$ cat src/rtl/oneshot_pkg.sv
package oneshot_pkg;

   // synchronised control levels
   typedef struct packed {
      logic lo_n;   // active-low gate
      logic hi;     // active-high gate
      logic clr_n;  // active-low clear
   } ctl_t;

   localparam int CTL_W = 3;

   // levels that can never form a trigger edge from reset:
   // a low gate cannot fall, a high gate cannot rise, a high clear cannot rise
   localparam ctl_t CTL_QUIET = '{lo_n: 1'b0, hi: 1'b1, clr_n: 1'b1};

endpackage

$ cat src/rtl/oneshot_sync.sv
module oneshot_sync #(
   parameter int              W      = 3,
   parameter int              STAGES = 2,
   parameter logic [W-1:0]    RST_V  = '0
) (
   input  logic          clk,
   input  logic          rst,
   input  logic [W-1:0]  d,
   output logic [W-1:0]  q
);

   localparam int LAST = STAGES - 1;

   generate
      if (STAGES < 2) begin : g_bad_stages
         $error("oneshot_sync: STAGES must be at least 2");
      end
      if (W < 1) begin : g_bad_width
         $error("oneshot_sync: W must be at least 1");
      end
   endgenerate

   logic [STAGES-1:0][W-1:0] chain;

   always_ff @(posedge clk) begin
      if (rst) begin
         chain <= {STAGES{RST_V}};
      end else begin
         chain <= {chain[STAGES-2:0], d};
      end
   end

   assign q = chain[LAST];

endmodule

$ cat src/rtl/oneshot_qual.sv
module oneshot_qual
   import oneshot_pkg::*;
(
   input  logic clk,
   input  logic rst,
   input  ctl_t cur,
   output logic fire
);

   ctl_t prev;

   always_ff @(posedge clk) begin
      if (rst) prev <= CTL_QUIET;
      else     prev <= cur;
   end

   logic hi_rise, lo_fall, clr_rise;

   always_comb begin
      hi_rise  = cur.hi    & ~prev.hi;
      lo_fall  = ~cur.lo_n & prev.lo_n;
      clr_rise = cur.clr_n & ~prev.clr_n;
      fire     = cur.clr_n & ~cur.lo_n & (hi_rise | (lo_fall & cur.hi) | (clr_rise & cur.hi));
   end

   // a trigger always needs some input to have changed
   a_r10_edge_needed: assert property (@(posedge clk) disable iff (rst)
      fire |-> (cur != prev));

   // no trigger while clear is held low
   a_r7_blocked: assert property (@(posedge clk) disable iff (rst)
      (!cur.clr_n && !prev.clr_n) |-> !fire);

endmodule

$ cat src/rtl/oneshot_timer.sv
module oneshot_timer #(
   parameter int DUR_W = 8
) (
   input  logic             clk,
   input  logic             rst,
   input  logic             fire,
   input  logic             clr_lvl_n,
   input  logic [DUR_W-1:0] dur,
   output logic             q,
   output logic             qn
);

   localparam logic [DUR_W-1:0] ZERO = '0;
   localparam logic [DUR_W-1:0] ONE  = {{(DUR_W-1){1'b0}}, 1'b1};

   generate
      if (DUR_W < 1 || DUR_W > 32) begin : g_bad_dur
         $error("oneshot_timer: DUR_W must be 1..32");
      end
   endgenerate

   logic [DUR_W-1:0] cnt, cnt_nx;

   always_comb begin
      if (!clr_lvl_n)        cnt_nx = ZERO;
      else if (fire)         cnt_nx = dur;
      else if (cnt != ZERO)  cnt_nx = cnt - ONE;
      else                   cnt_nx = ZERO;
   end

   always_ff @(posedge clk) begin
      if (rst) begin
         cnt <= ZERO;
         q   <= 1'b0;
         qn  <= 1'b1;
      end else begin
         cnt <= cnt_nx;
         q   <= (cnt_nx != ZERO);
         qn  <= (cnt_nx == ZERO);
      end
   end

   // reset forces idle outputs
   a_r1_reset_idle: assert property (@(posedge clk)
      rst |=> (!q && qn));

   // outputs stay complementary
   a_r9_complement: assert property (@(posedge clk) disable iff (rst)
      q != qn);

   // clear ends the pulse
   a_r7_clear_ends: assert property (@(posedge clk) disable iff (rst)
      !clr_lvl_n |=> !q);

   // accepted trigger reloads the full duration
   a_r6_reload: assert property (@(posedge clk) disable iff (rst)
      (fire && clr_lvl_n) |=> (cnt == $past(dur)));

   // zero duration yields no pulse
   a_r8_zero: assert property (@(posedge clk) disable iff (rst)
      (fire && clr_lvl_n && dur == ZERO) |=> !q);

   // running pulse counts down by one per cycle
   a_r5_countdown: assert property (@(posedge clk) disable iff (rst)
      (clr_lvl_n && !fire && cnt != ZERO) |=> (cnt == $past(cnt) - ONE));

endmodule

$ cat src/rtl/oneshot_top.sv
module oneshot_top
   import oneshot_pkg::*;
#(
   parameter int DUR_W       = 8,
   parameter int SYNC_STAGES = 2
) (
   input  logic             clk,
   input  logic             rst,
   input  logic             gate_lo_n,
   input  logic             gate_hi,
   input  logic             clear_n,
   input  logic [DUR_W-1:0] dur_cycles,
   output logic             pulse,
   output logic             pulse_n
);

   ctl_t raw, synced;
   logic fire;
   logic [CTL_W-1:0] synced_bits;

   assign raw = '{lo_n: gate_lo_n, hi: gate_hi, clr_n: clear_n};

   oneshot_sync #(
      .W      (CTL_W),
      .STAGES (SYNC_STAGES),
      .RST_V  (CTL_QUIET)
   ) u_sync (
      .clk (clk),
      .rst (rst),
      .d   (raw),
      .q   (synced_bits)
   );

   assign synced = ctl_t'(synced_bits);

   oneshot_qual u_qual (
      .clk  (clk),
      .rst  (rst),
      .cur  (synced),
      .fire (fire)
   );

   oneshot_timer #(.DUR_W(DUR_W)) u_timer (
      .clk       (clk),
      .rst       (rst),
      .fire      (fire),
      .clr_lvl_n (synced.clr_n),
      .dur       (dur_cycles),
      .q         (pulse),
      .qn        (pulse_n)
   );

endmodule

$ cat config.mk
export PLATFORM = sky130hd
export DESIGN_NAME = oneshot_top
export DESIGN_NICKNAME = d
export VERILOG_FILES = /design/src/rtl/oneshot_pkg.sv /design/src/rtl/oneshot_sync.sv /design/src/rtl/oneshot_qual.sv /design/src/rtl/oneshot_timer.sv /design/src/rtl/oneshot_top.sv
export SDC_FILE = /design/constraint.sdc
export NUM_CORES = 1
export LEC_CHECK = 0
export BUFFER_PORTS_ARGS = -buffer_cell sky130_fd_sc_hd__buf_2
export CAP_MARGIN = 40
export CORE_ASPECT_RATIO = 1.75
export CORE_MARGIN = 5
export CORE_UTILIZATION = 35
export DETAILED_ROUTE_END_ITERATION = 6
export GPL_ROUTABILITY_DRIVEN = 0
export GPL_TIMING_DRIVEN = 0
export PLACE_DENSITY = 0.56
export SLEW_MARGIN = 20
export SYNTH_ARGS = -nofsm -noshare
export SYNTH_HDL_FRONTEND = slang
export SYNTH_SLANG_ARGS = --single-unit
$ cat constraint.sdc
create_clock -name clk -period 2.22 [get_ports clk]
set_clock_uncertainty 0.2 [all_clocks]
set_input_delay 0.444 -clock clk [delete_from_list [all_inputs] [get_ports clk]]
set_output_delay 0.444 -clock clk [all_outputs]
set_load 0.1 [all_outputs]
* Word level (Yosys, flattened, before mapping)
Index checks and enable logic that the tools add are counted.
** Storage, ports and cells
- Flip-flop bits (word level) :: 19
- Latch bits :: 0
- Bits in writable memories :: 0
- Bits in read-only memories :: 0
- Word-level logic and storage cells :: 27
- Memories :: 0
** Operators by class
- Add/sub/neg operators :: 1
- Multiply operators :: 0
- Divide/modulo/power cells :: 0
- $lt $le $gt $ge :: 0
- Equality and inequality tests :: 0
- Shift-type cells :: 0
- Multiplexer cells :: 3
- Bitwise gates (word level) :: 12
- Reductions and logical operators :: 3
** Operators by type and width (number)
- 8-bit two-way mux :: 3
- 8-bit nonzero test :: 2
- 8-bit logical NOT :: 1
- 8-bit by 1-bit subtractor with 8-bit output (second input constant) :: 1
- 1-bit bitwise AND :: 7
- 1-bit NOT :: 3
- 1-bit bitwise OR :: 2

* Longest topological paths before layout
Gate-level depths: netlist of run 1.
- Depth after elaboration :: 9
- Mapped depth :: 7

* Hierarchy
A second synthesis of run 1 with hierarchy kept.
** Unflattened totals
- Cell total of the unflattened synthesis :: 90
- Area, all modules :: 850.8 um^2
** Modules (own cells, without submodules)
- oneshot_timer :: times used 1, cells an instance 66, area each 569.3 um^2
- oneshot_sync :: times used 1, cells an instance 15, area each 180.2 um^2
- oneshot_qual :: times used 1, cells an instance 9, area each 101.3 um^2

* Worst setup path after synthesis of run 1
Ideal clock, no wire load.
- Path kind :: flip-flop to flip-flop
- From :: reg u_timer.cnt[0]
- To :: reg u_timer.q
- Setup time :: 125 ps
- Arrival :: 1808 ps
- Required time :: 1895 ps
- Path slack :: 86 ps
- Cell stages (with the launch flop) :: 8
- Path buffers :: 0
- Period minus slack after synthesis :: 2134 ps
- Path through :: dfxtp_1 -> inv_1 -> ha_1 -> or2b_2 -> nor4_4 -> o41ai_1 -> a211o_1 -> o41a_1
** On the way
- Cells in the longest elaborated chain, start to end :: 5
- Elaborated cells on any way between the ends :: 6
- Those cells by class :: 1 x add/sub; 3 x mux; 2 x reduce/logical
** Ends and longest elaborated chain
- start: declaration :: line oneshot_timer.sv:22 : logic [DUR_W-1:0] cnt, cnt_nx;
- start signal: assignment :: line oneshot_timer.sv:37 : cnt <= cnt_nx;
- 8-bit by 1-bit subtractor with 8-bit output or 8-bit nonzero test (tied branches) :: line oneshot_timer.sv:27 : else if (cnt != ZERO) cnt_nx = cnt - ONE;
- 8-bit two-way mux * :: line oneshot_timer.sv:27
- 8-bit two-way mux * :: line oneshot_timer.sv:26 : else if (fire) cnt_nx = dur;
- 8-bit two-way mux * :: line oneshot_timer.sv:25 : if (!clr_lvl_n) cnt_nx = ZERO;
- 8-bit nonzero test * :: line oneshot_timer.sv:38 : q <= (cnt_nx != ZERO);
- end signal: assignment :: line oneshot_timer.sv:38
- end: declaration :: line oneshot_timer.sv:9 : output logic q,
Every way passes the cells marked *; elsewhere a longest branch is shown, timed or not.
A chain may end at the register's enable or synchronous reset.

* Worst setup path after layout of run 1
Ends and elaborated chain as after synthesis.

==> results of run 1 <==
==> cells in the final DEF, fill, tap and decap left out, types with 3 or more instances in the layout <==
cell	count
nand2_1	4
nor2b_1	3
xnor2_1	4
inv_1	3
and2_1	3
dfxtp_1	12
nor3_1	3
buf_2	14
or2_2	5
dfxtp_2	6
buf_4	7
clkbuf_8	3
nand3_1	4
==> how the worst max path moves through the flow <==
stage	cells after the start	slack, ns	end	from
final	5	-0.004	u_timer.q$_SDFF_PP0_	u_timer.cnt[0]$_SDFF_PP0_
after global routing	8	-0.06	u_timer.q$_SDFF_PP0_	u_timer.cnt[0]$_SDFF_PP0_
after CTS	7	0.002	u_timer.q$_SDFF_PP0_	u_timer.cnt[0]$_SDFF_PP0_
after detailed placement	7	-0.19	u_timer.q$_SDFF_PP0_	u_timer.cnt[0]$_SDFF_PP0_
after global placement	7	-0.21	u_timer.q$_SDFF_PP0_	u_timer.cnt[0]$_SDFF_PP0_
after floorplan	7	0.09	u_timer.q$_SDFF_PP0_	u_timer.cnt[0]$_SDFF_PP0_
==> kinds of logic (layout without fill, tap and decap cells) <==
group,after synthesis,count (layout)
xor gates and xnor gates,4,4
and+or+nand+nor,39,39
AOI/OAI and AO/OA,16,16
buffers and inverters,8,34
adders and majority gates,2,2
DFF,19,19
==> sequential cells by signal, summed over array words and instances, names as in the netlist <==
signal        flops
u_timer.qn        1
u_timer.cnt       8
u_timer.q         1
u_sync.chain      3
u_qual.prev       3
u_sync.q          3
==> what timing repair did <==
action | in CTS | in global routing
gates resized for setup | 11 | 15
pin swaps | 7 | 8
setup endpoints to repair | 2 | 2
buffers inserted | 1 | 7
==> power by group through the flow <==
stage | Combinational [mW] | Clock [mW] | Sequential (mW)
finish | 1.08 | 0.232 | 0.518
global route | 1.16 | 0.253 | 0.528
CTS | 0.832 | 0.239 | 0.504
detailed placement | 0.754 | 0 | 0.504
global placement | 0.752 | 0 | 0.499
floorplan | 0.556 | 0 | 0.549
==> worst max-delay path, cell delays in order (launching register included) <==
cell and delay (ns):
dfxtp_4 0.37, or4_4 0.55, o21ai_2 0.14, a31oi_1 0.12, a211o_1 0.33, o41a_1 0.40
==> per-layer routing <==
metal  vias to the layer above  share of wire, %  routed length (um)
met4                         0               3.0                  61
met5                         -                 0                   0
li1                        369                 -                   -
met2                        15                56                1140
met3                         6               4.2                  85
met1                       339                37                 750
==> area by class of cell <==
class	instances	area [sq um]	area share, %
Buffer	3	20.02	1.708
Multi-Input combinational cell	61	519.2	44.29
Tap cell	26	32.53	2.775
Inverter	5	21.27	1.814
Sequential cell	19	391.6	33.40
Timing Repair Buffer	22	142.6	12.17
Clock buffer	4	45.04	3.842
==> results by group, run 1 <==
Run status
  – Run status: complete, but fails checks
  – Failing checks: setup timing

Worst setup path
  – FF-to-FF Start: u_timer.cnt[0]$_SDFF_PP0_
  – Critical-path maximum fanout: 5
  – CP Data Arrival Time: around 2.2 ns
  – Startpoint Class: flip-flop
  – R2R setup slack: -0.004 ns
  – Worst EP required: 2.16 ns
  – Worst reg2reg path depth: 5
  – Setup CP Type: reg -> reg
  – FF-to-FF End: u_timer.q$_SDFF_PP0_
  – Critical Path End Type: flip-flop

Power
  – Total power: 1.831 mW
  – Sw Pwr: 0.7031 mW
  – Reg power frac: 28.3%
  – Int Power: roughly 1.1 mW
  – Sw Ratio: 38.40%
  – Cell area power density: roughly 1600 nW/um^2
  – LEAKAGE: about 0.49 nW
  – Peak VDD IR: roughly 0.66 mV
  – Clock share of power: between 10% and 20%
  – Combinational share of power: 59.0%

Synthesis
  – Largest family of logic cells by synthesized area: simple AND/OR/NAND/NOR gates
  – Post-synth EDFFs: 0
  – Cell with the most instances after synthesis: dfxtp_1
  – Largest area contributor in the netlist: dfxtp_1
  – Synth Area in Compound Gates: 15.06%
  – Post-Synth XOR/XNOR Area: ~4.0%
  – Async SR Flop Fraction: 0%
  – Multiplexer share of the synthesized area: 0%
  – Post-Syn Area per Cell: 9.910 sq um
  – Post-Syn Area: 872.1 sq um
  – Synth top area cells: dfxtp_1 44%, xnor2_1 4.0%, or2_2 3.6%, o41ai_1 3.0%, ha_1 2.9%
  – Register area share after synthesis: 43.62%
  – Adder-Cell Fraction of Synth Area: between 2 and 3%
  – Syn_nets: 103
  – Yosys top cell area share: between 40% and 50%
  – Number of synthesis warnings: 0
  – Synth Flop Type: dfxtp_1
  – Seq cells post-synth: 19
  – Mapped Cells: 88
  – Most frequent cells after synthesis: 19 x dfxtp_1, 5 x inv_1, 5 x or2_2
  – Post-Synth Simple-Gate Area: between 20% and 30%
  – Post-synth cell types: 37

Route
  – Avg Vias per Cell: between 5 and 6
  – TritonRoute pass-1 iters: 4
  – Routed len/inst: between 10 and 15 um
  – ANT nets after route: 0
  – Residual DRC: 0
  – DR vias: 729
  – Final WL: approximately 2000 um
  – DRT iter0 DRCs: 23

Global route
  – Grt ovf: 0
  – Grt met3 use: 2.128%
  – Largest net degree at the start of global routing: 11
  – Vias in the first global route: around 740
  – Met1 Use GR: a little over an eighth
  – First-pass GRT wire length: around 3200 um
  – Initial antenna violation count: 0
  – All-Layer GR Usage: between 10% and 20%
  – Met2 Use GR: about a fifth
  – Most Crowded Layer GR: met2

Hold path
  – Worst min path class: in -> reg
  – Worst Hold Depth: 2
  – HP Start: rst
  – Hold Crit Endpoint: u_sync.q[2]$_SDFF_PP0_

Cells and area
  – Diode count: 0
  – Area delta synth->final: 34.43%
  – Number of fill cells: 245
  – Post-layout util: between 40% and 50%
  – Post-Layout Cell Count: 140
  – Nets: 130
  – Post-route cell area: between 1000 and 1500 sq um
  – Layout cells sized above 1: around 52%

STA
  – Final worst slack: -0.004405 ns
  – Final TNS setup: -0.004405 ns
  – RSZ-0062 raised after global routing: true
  – Pins Over Slew Limit: 0
  – Post-route clock period utilization: 100.2%
  – Worst-margin pin slew: 0.4807 ns
  – Final setup fails: 1
  – Tmin final: 2.224 ns
  – F_max: 449.6 MHz
  – Worst Hold Slack: between 0.15 and 0.2 ns
  – Hold Vio Cnt, Final: 0
  – Slew Limit Headroom: 67.53%

Place
  – Cells after DPL: about 130
  – DP HPWL: 1449 um
  – I/O Buffers: 14
  – Post-placement setup slack: -0.1866 ns
  – Post-DP Area: 974.7 sq um

Clock network
  – Cts bufs inserted: 3
  – Worst-Skew Late Latency: about 0.25 ns
  – H-Tree Level Count: 1
  – CTS Hold Bufs: 0
  – Sink Count: 19
  – CTS tree: done
  – CTS root buf: clkbuf_8
  – Clock tree buffer depth: 2
  – Clock slew at the register clock pins of the worst setup and hold paths: 0.07 ns

Die
  – DIE WIDTH: approximately 48 um
  – Die Ht: between 70 and 80 um
  – IO Pins: 15
  – Die area: 3630 sq um
  – Initial Utilization: a little over a third
  – Core Area: around 2400 sq um
  – # rows: 24

Flow run
  – Max Cap Viol: 0
(Power assumes the default switching activity.)
==> run 2: changes to the inputs <==
--- a/config.mk
+++ b/config.mk
@@ -10,3 +10,2 @@
 export CORE_ASPECT_RATIO = 1.75
-export CORE_MARGIN = 5
 export CORE_UTILIZATION = 35
@@ -16,3 +15,3 @@
 export PLACE_DENSITY = 0.56
-export SLEW_MARGIN = 20
+export SLEW_MARGIN = 10
 export SYNTH_ARGS = -nofsm -noshare
==> constraint.sdc (replaced) <==
create_clock -name clk -period 2.22 [get_ports clk]
set_clock_uncertainty 0.2 [all_clocks]
set_input_delay 0.333 -clock clk [delete_from_list [all_inputs] [get_ports clk]]
set_output_delay 0.333 -clock clk [all_outputs]
set_load 0.1 [all_outputs]
==> results by group, run 2 (synthesis gave the netlist of run 1 again) <==
Cells and area
  – Post-Layout Cell Count: 138 (was 140)
  – Nets: 129 (was 130)
  – Post-layout util: 49.76% (was 48.20%)
  – Commonest non-fill, non-tap cells in the layout: 16 x dfxtp_1, 14 x buf_2, 6 x buf_4 (was 14 x buf_2, 12 x dfxtp_1, 7 x buf_4)
  – Post-route cell area: 1160 sq um (was 1172 sq um)
  – Diode count: 0 (unchanged)
  – Layout cells sized above 1: 49.56% (was 51.75%)
  – Commonest non-fill, non-tap cell in the layout: dfxtp_1 (was buf_2)
  – Area delta synth->final: 33.00% (was 34.43%)
  – Max reg flops: 8 (unchanged)
  – Biggest register: u_timer.cnt (unchanged)

Worst setup path
  – Crit-path slowest cell: or4_4 (unchanged)
  – CP Data Arrival Time: 2.16 ns (about the same)
  – FF-to-FF Start: u_timer.cnt[1]$_SDFF_PP0_ (was u_timer.cnt[0]$_SDFF_PP0_)
  – Critical Path End Type: flip-flop (unchanged)
  – Startpoint Class: flip-flop (unchanged)
  – Setup crit start: u_timer.cnt[1]$_SDFF_PP0_ (was u_timer.cnt[0]$_SDFF_PP0_)
  – Critical-path maximum fanout: 2 (was 5)
  – Setup CP Type: reg -> reg (unchanged)
  – Max incr delay on CP: 0.55 ns (about the same)
  – FF-to-FF End: u_timer.qn$_SDFF_PP1_ (was u_timer.q$_SDFF_PP0_)
  – CP most frequent cell: or4_4
  – Setup crit end: u_timer.qn$_SDFF_PP1_ (was u_timer.q$_SDFF_PP0_)
  – Worst reg2reg path depth: 6 (was 5)
  – Worst EP required: 2.14 ns (was 2.16 ns)
  – Cell Chain, Critical Path: buf_6, or4_4, or4_4, a31oi_4, a211o_1, o41ai_2 (was or4_4, o21ai_2, a31oi_1, a211o_1, o41a_1)
  – R2R setup slack: -0.02 ns (was -0.004 ns)

Power
  – Peak VDD IR: 0.8082 mV (was 0.6639 mV)
  – LEAKAGE: 0.4808 nW (was 0.4905 nW)
  – Int Power: 1.087 mW (was 1.128 mW)
  – Cell area power density: 1554 nW/um^2 (was 1562 nW/um^2)
  – Sw Ratio: 39.67% (was 38.40%)
  – Clock share of power: 13.0% (was 12.7%)
  – Reg power frac: 27.6% (was 28.3%)
  – Combinational share of power: 59.3% (was 59.0%)
  – Sw Pwr: 0.7148 mW (was 0.7031 mW)
  – Total power: 1.802 mW (was 1.831 mW)

Global route
  – Largest net degree at the start of global routing: 11 (unchanged)
  – All-Layer GR Usage: 17.39% (was 11.90%)
  – Grt ovf: 0 (unchanged)
  – First-pass GRT wire length: 3180 um (was 3249 um)
  – Initial antenna violation count: 0 (unchanged)
  – Vias in the first global route: 731 (was 744)

Clock network
  – H-Tree Level Count: 1 (unchanged)
  – CTS Hold Bufs: 0 (unchanged)
  – Sink Count: 19 (unchanged)
  – Clock tree buffer depth: 2 (unchanged)
  – Worst-Skew Late Latency: 0.25 ns (about the same)
  – CTS tree: done (unchanged)
  – Cts bufs inserted: 3 (unchanged)
  – CTS root buf: clkbuf_8 (unchanged)
  – Clock slew at the register clock pins of the worst setup and hold paths: 0.07 ns (about the same)

STA
  – Tmin final: 2.238 ns (was 2.224 ns)
  – Worst-margin pin slew: 0.4835 ns (was 0.4807 ns)
  – Pins Over Slew Limit: 0 (unchanged)
  – RSZ-0062 raised after global routing: true (unchanged)
  – Final TNS setup: -0.02460 ns (was -0.004405 ns)
  – Final setup fails: 2 (was 1)
  – F_max: 446.9 MHz (was 449.6 MHz)
  – Post-route clock period utilization: 100.8% (was 100.2%)
  – Worst Hold Slack: 0.05316 ns (was 0.1662 ns)
  – Slew Limit Headroom: 67.99% (was 67.53%)
  – Hold Vio Cnt, Final: 0 (unchanged)
  – Final worst slack: -0.01762 ns (was -0.004405 ns)

Route
  – Avg Vias per Cell: 5.283 (was 5.207)
  – Residual DRC: 0 (unchanged)
  – ANT nets after route: 0 (unchanged)
  – DRT iter0 DRCs: 19 (was 23)
  – TritonRoute pass-1 iters: 4 (unchanged)
  – Routed len/inst: 14.43 um (was 14.54 um)
  – DR vias: 729 (unchanged)
  – Final WL: 1991 um (was 2036 um)

Die
  – IO Pins: 15 (unchanged)
  – Die Ht: 68.04 um (was 76.04 um)
  – Initial Utilization: 37.41% (was 35.85%)
  – Core Area: 2331 sq um (was 2432 sq um)
  – DIE WIDTH: 39.74 um (was 47.74 um)
  – # rows: 23 (was 24)
  – Die area: 2703 sq um (was 3630 sq um)

Place
  – I/O Buffers: 14 (unchanged)
  – DP HPWL: 1402 um (was 1449 um)
  – Post-placement setup slack: -0.2326 ns (was -0.1866 ns)
  – Cells after DPL: 127 (was 128)
  – Post-DP Area: 973.4 sq um (was 974.7 sq um)

Hold path
  – Worst min path class: in -> reg (unchanged)

Flow run
  – Max Cap Viol: 0 (unchanged)

Run status
  – Failing checks: setup timing (unchanged)
  – Run status: complete, but fails checks (unchanged)
==> run 2: power by group through the flow <==
| stage | Combinational (mW) | Clock (mW) | Sequential (mW) |
|---|---|---|---|
| floorplan | 0.556 | 0 | 0.549 |
| global placement | 0.744 | 0 | 0.500 |
| detailed placement | 0.762 | 0 | 0.501 |
| CTS | 0.942 | 0.240 | 0.491 |
| global route | 1.15 | 0.249 | 0.506 |
| finish | 1.07 | 0.235 | 0.498 |
==> run 2: layer usage <==
layer,vias up,track usage [%],share of wire (%)
met5,-,0,0
met4,0,9.052,1.3
met3,4,1.948,1.8
met2,11,32.99,58
met1,348,16.94,38
li1,366,-,-
==> run 2: worst min path at each step <==
stage,startpoint,to,slack [ns],cells past startpoint
floorplan,u_sync.chain[0]$_SDFF_PP1_,u_sync.q[0]$_SDFF_PP1_,0.19,1
global placement,u_sync.chain[1]$_SDFF_PP1_,u_sync.q[1]$_SDFF_PP1_,0.20,1
finish,rst,u_sync.q[2]$_SDFF_PP0_,0.05,2
global route,clear_n,u_sync.chain[0]$_SDFF_PP1_,0.05,2
CTS,rst,u_sync.q[2]$_SDFF_PP0_,0.05,2
detailed placement,u_sync.chain[0]$_SDFF_PP1_,u_sync.q[0]$_SDFF_PP1_,0.20,1
==> run 2: layout make-up <==
| cell class | count | area (sq um) |
|---|---|---|
| multi-input combinational | 61 | 534.3 |
| sequential | 19 | 384.1 |
| fill | 239 | 1171 |
| clock buffer | 4 | 45.04 |
| tap | 25 | 31.28 |
| buffer | 3 | 20.02 |
| inverter | 5 | 18.77 |
| timing repair buffer | 21 | 126.4 |
==> run 2: repair_timing <==
item,4_1_cts,5_1_grt
pin swaps,8,7
endpoints found under the hold margin,0,0
setup buffers,4,3
endpoints found under the setup margin,2,3
gates resized for setup,15,8
==> run 2: critical path: cells and delay by family, from the launching register on <==
family                 cells  cell delay [ns]
buffers and inverters      1             0.11
AO/OA/AOI/OAI              3             0.47
AND/OR/NAND/NOR            2             1.00
flip-flops                 1             0.33
==> run 3: changes to the inputs <==
Settings changed: PLACE_DENSITY 0.56 to unset, PLACE_DENSITY_LB_ADDON set to 0.05.
==> results by group, run 3 (synthesis gave the netlist of run 1 again) <==
STA
  – Final setup fails: 0 (was 2)
  – Hold Vio Cnt, Final: 0 (unchanged)
  – Worst-margin pin slew: 0.4862 ns (was 0.4835 ns)
  – Final worst slack: 0.04309 ns (was -0.01762 ns)
  – F_max: 459.4 MHz (was 446.9 MHz)
  – Pins Over Slew Limit: 0 (unchanged)
  – Tmin final: 2.177 ns (was 2.238 ns)
  – Post-route clock period utilization: 98.06% (was 100.8%)
  – Slew Limit Headroom: 67.81% (was 67.99%)

Hold path
  – HP Start: rst (unchanged)
  – Worst min path class: in -> reg (unchanged)

Power
  – Reg power frac: 28.0% (was 27.6%)
  – Int Power: 1.118 mW (was 1.087 mW)
  – Total power: 1.855 mW (was 1.802 mW)
  – Sw Ratio: 39.77% (was 39.67%)
  – LEAKAGE: 0.4951 nW (was 0.4808 nW)
  – Peak VDD IR: 0.7400 mV (was 0.8082 mV)
  – Cell area power density: 1567 nW/um^2 (was 1554 nW/um^2)
  – Combinational share of power: 59.4% (was 59.3%)
  – Clock share of power: 12.6% (was 13.0%)
  – Sw Pwr: 0.7378 mW (was 0.7148 mW)

Global route
  – Vias in the first global route: 719 (was 731)
  – First-pass GRT wire length: 3146 um (was 3180 um)
  – Grt ovf: 0 (unchanged)
  – Largest net degree at the start of global routing: 12 (was 11)
  – Initial antenna violation count: 0 (unchanged)
  – All-Layer GR Usage: 17.48% (was 17.39%)

Clock network
  – CTS Hold Bufs: 0 (unchanged)
  – H-Tree Level Count: 1 (unchanged)
  – Clock slew at the register clock pins of the worst setup and hold paths: 0.07 ns (about the same)
  – Worst-Skew Late Latency: 0.25 ns (about the same)
  – Sink Count: 19 (unchanged)
  – CTS tree: done (unchanged)
  – Clock tree buffer depth: 2 (unchanged)
  – Cts bufs inserted: 3 (unchanged)
  – CTS root buf: clkbuf_8 (unchanged)

Route
  – ANT nets after route: 0 (unchanged)
  – DR vias: 732 (was 729)
  – DRT iter0 DRCs: 36 (was 19)
  – TritonRoute pass-1 iters: 2 (was 4)
  – Final WL: 2076 um (was 1991 um)
  – Residual DRC: 0 (unchanged)
  – Avg Vias per Cell: 5.343 (was 5.283)
  – Routed len/inst: 15.15 um (was 14.43 um)

Place
  – Cells after DPL: 127 (unchanged)
  – DP HPWL: 1376 um (was 1402 um)
  – Post-placement setup slack: -0.2047 ns (was -0.2326 ns)
  – I/O Buffers: 14 (unchanged)
  – Post-DP Area: 973.4 sq um (unchanged)

Cells and area
  – Commonest non-fill, non-tap cells in the layout: 14 x buf_2, 14 x dfxtp_1, 5 x or2_2, 5 x buf_4 (was 16 x dfxtp_1, 14 x buf_2, 6 x buf_4)
  – Diode count: 0 (unchanged)
  – Layout cells sized above 1: 54.46% (was 49.56%)
  – Area of the multi-input gates: 548.0 sq um (was 534.3 sq um)
  – Nets: 128 (was 129)
  – Area delta synth->final: 35.73% (was 33.00%)
  – Biggest register: u_timer.cnt (unchanged)
  – Post-route cell area: 1184 sq um (was 1160 sq um)
  – Max reg flops: 8 (unchanged)
  – Storage cell area: 391.6 sq um (was 384.1 sq um)
  – Number of fill cells: 219 (was 239)
  – Post-Layout Cell Count: 137 (was 138)
  – Post-layout util: 50.78% (was 49.76%)

Die
  – Die area: 2703 sq um (unchanged)
  – # rows: 23 (unchanged)
  – IO Pins: 15 (unchanged)
  – Die Ht: 68.04 um (unchanged)
  – DIE WIDTH: 39.74 um (unchanged)
  – Core Area: 2331 sq um (unchanged)
  – Initial Utilization: 37.41% (unchanged)

Worst setup path
  – Setup crit end: u_timer.q$_SDFF_PP0_ (was u_timer.qn$_SDFF_PP1_)
  – Startpoint Class: flip-flop (unchanged)
  – Critical-path maximum fanout: 5 (was 2)
  – Worst EP required: 2.16 ns (was 2.14 ns)
  – CP delay by family, top: compound AO/OA/AOI/OAI gates (was simple AND/OR/NAND/NOR gates)
  – Crit-path slowest cell: dfxtp_4 (was or4_4)
  – Critical path depth: 7 (was 6)
  – CP Data Arrival Time: 2.12 ns (was 2.16 ns)
  – Cell Chain, Critical Path: inv_4, ha_2, or2b_1, o21ai_2, o311ai_2, a211o_1, o41a_1 (was buf_6, or4_4, or4_4, a31oi_4, a211o_1, o41ai_2)
  – Setup crit start: u_timer.cnt[0]$_SDFF_PP0_ (was u_timer.cnt[1]$_SDFF_PP0_)
  – FF-to-FF Start: u_timer.cnt[0]$_SDFF_PP0_ (was u_timer.cnt[1]$_SDFF_PP0_)
  – FF-to-FF End: u_timer.q$_SDFF_PP0_ (was u_timer.qn$_SDFF_PP1_)
  – Max incr delay on CP: 0.37 ns (was 0.55 ns)
  – Crit path buffers/inverters: 1 (unchanged)
  – Critical Path End Type: flip-flop (unchanged)
  – Worst reg2reg path depth: 7 (was 6)
  – Setup CP Type: reg -> reg (unchanged)
  – R2R setup slack: 0.04 ns (was -0.02 ns)

Run status
  – Run status: finished clean (was complete, but fails checks)

Flow run
  – Max Cap Viol: 0 (unchanged)
-- run 3: cell types whose count changed in the layout (fill, tap and decap cells not counted), sizes merged --
cell / previous run / this run
clkinv: 0 / 1
clkbuf: 6 / 4
-- run 3: worst min path at each step --
stage / to / cells after the start
floorplan: u_sync.q[0]$_SDFF_PP1_ / 1
global placement: u_sync.q[1]$_SDFF_PP1_ / 1
detailed placement: u_sync.q[0]$_SDFF_PP1_ / 1
CTS: u_sync.q[2]$_SDFF_PP0_ / 2
global route: u_sync.chain[1]$_SDFF_PP1_ / 2
finish: u_sync.q[2]$_SDFF_PP0_ / 2
-- run 3: cell type report --
type	count	area share, %
multi-input cells	61	46.30
inverters	5	1.797
clock buffers	3	3.488
plain buffers	2	1.268
flip-flops and latches	19	33.09
clock inverters	1	0.4228
well taps	25	2.643
repair buffers	21	10.99
-- run 3: routing by layer --
metal	track usage [%]	share of wire, %
met1	18.03	38
met5	0	0
met3	1.948	1.1
met2	30.94	58
met4	11.64	2.6
-- run 3: timing repair --
item	CTS	global route
pin swaps	6	9
setup buffers	1	6
cloned	0	0
endpoints found under the setup margin	2	3
gates resized for setup	15	17
-- run 3: power by group through the flow --
stage                     Clock (mW)  Sequential (mW)  Combinational (mW)
final                          0.234            0.519                1.10
after global routing           0.255            0.527                1.18
after CTS                      0.244            0.504               0.876
after detailed placement           0            0.502               0.747
after global placement             0            0.502               0.754
after floorplan                    0            0.549               0.556
-- run 3: per-stage QoR --
stage | hold WS, ns | TNS (ns)
6_report | 0.05496 | 0
3_5_place_dp | 0.1963 | -0.4070
2_1_floorplan | 0.1895 | 0
4_1_cts | 0.04709 | 0
3_3_place_gp | 0.1973 | -0.4597
5_1_grt | 0.05105 | -0.03241
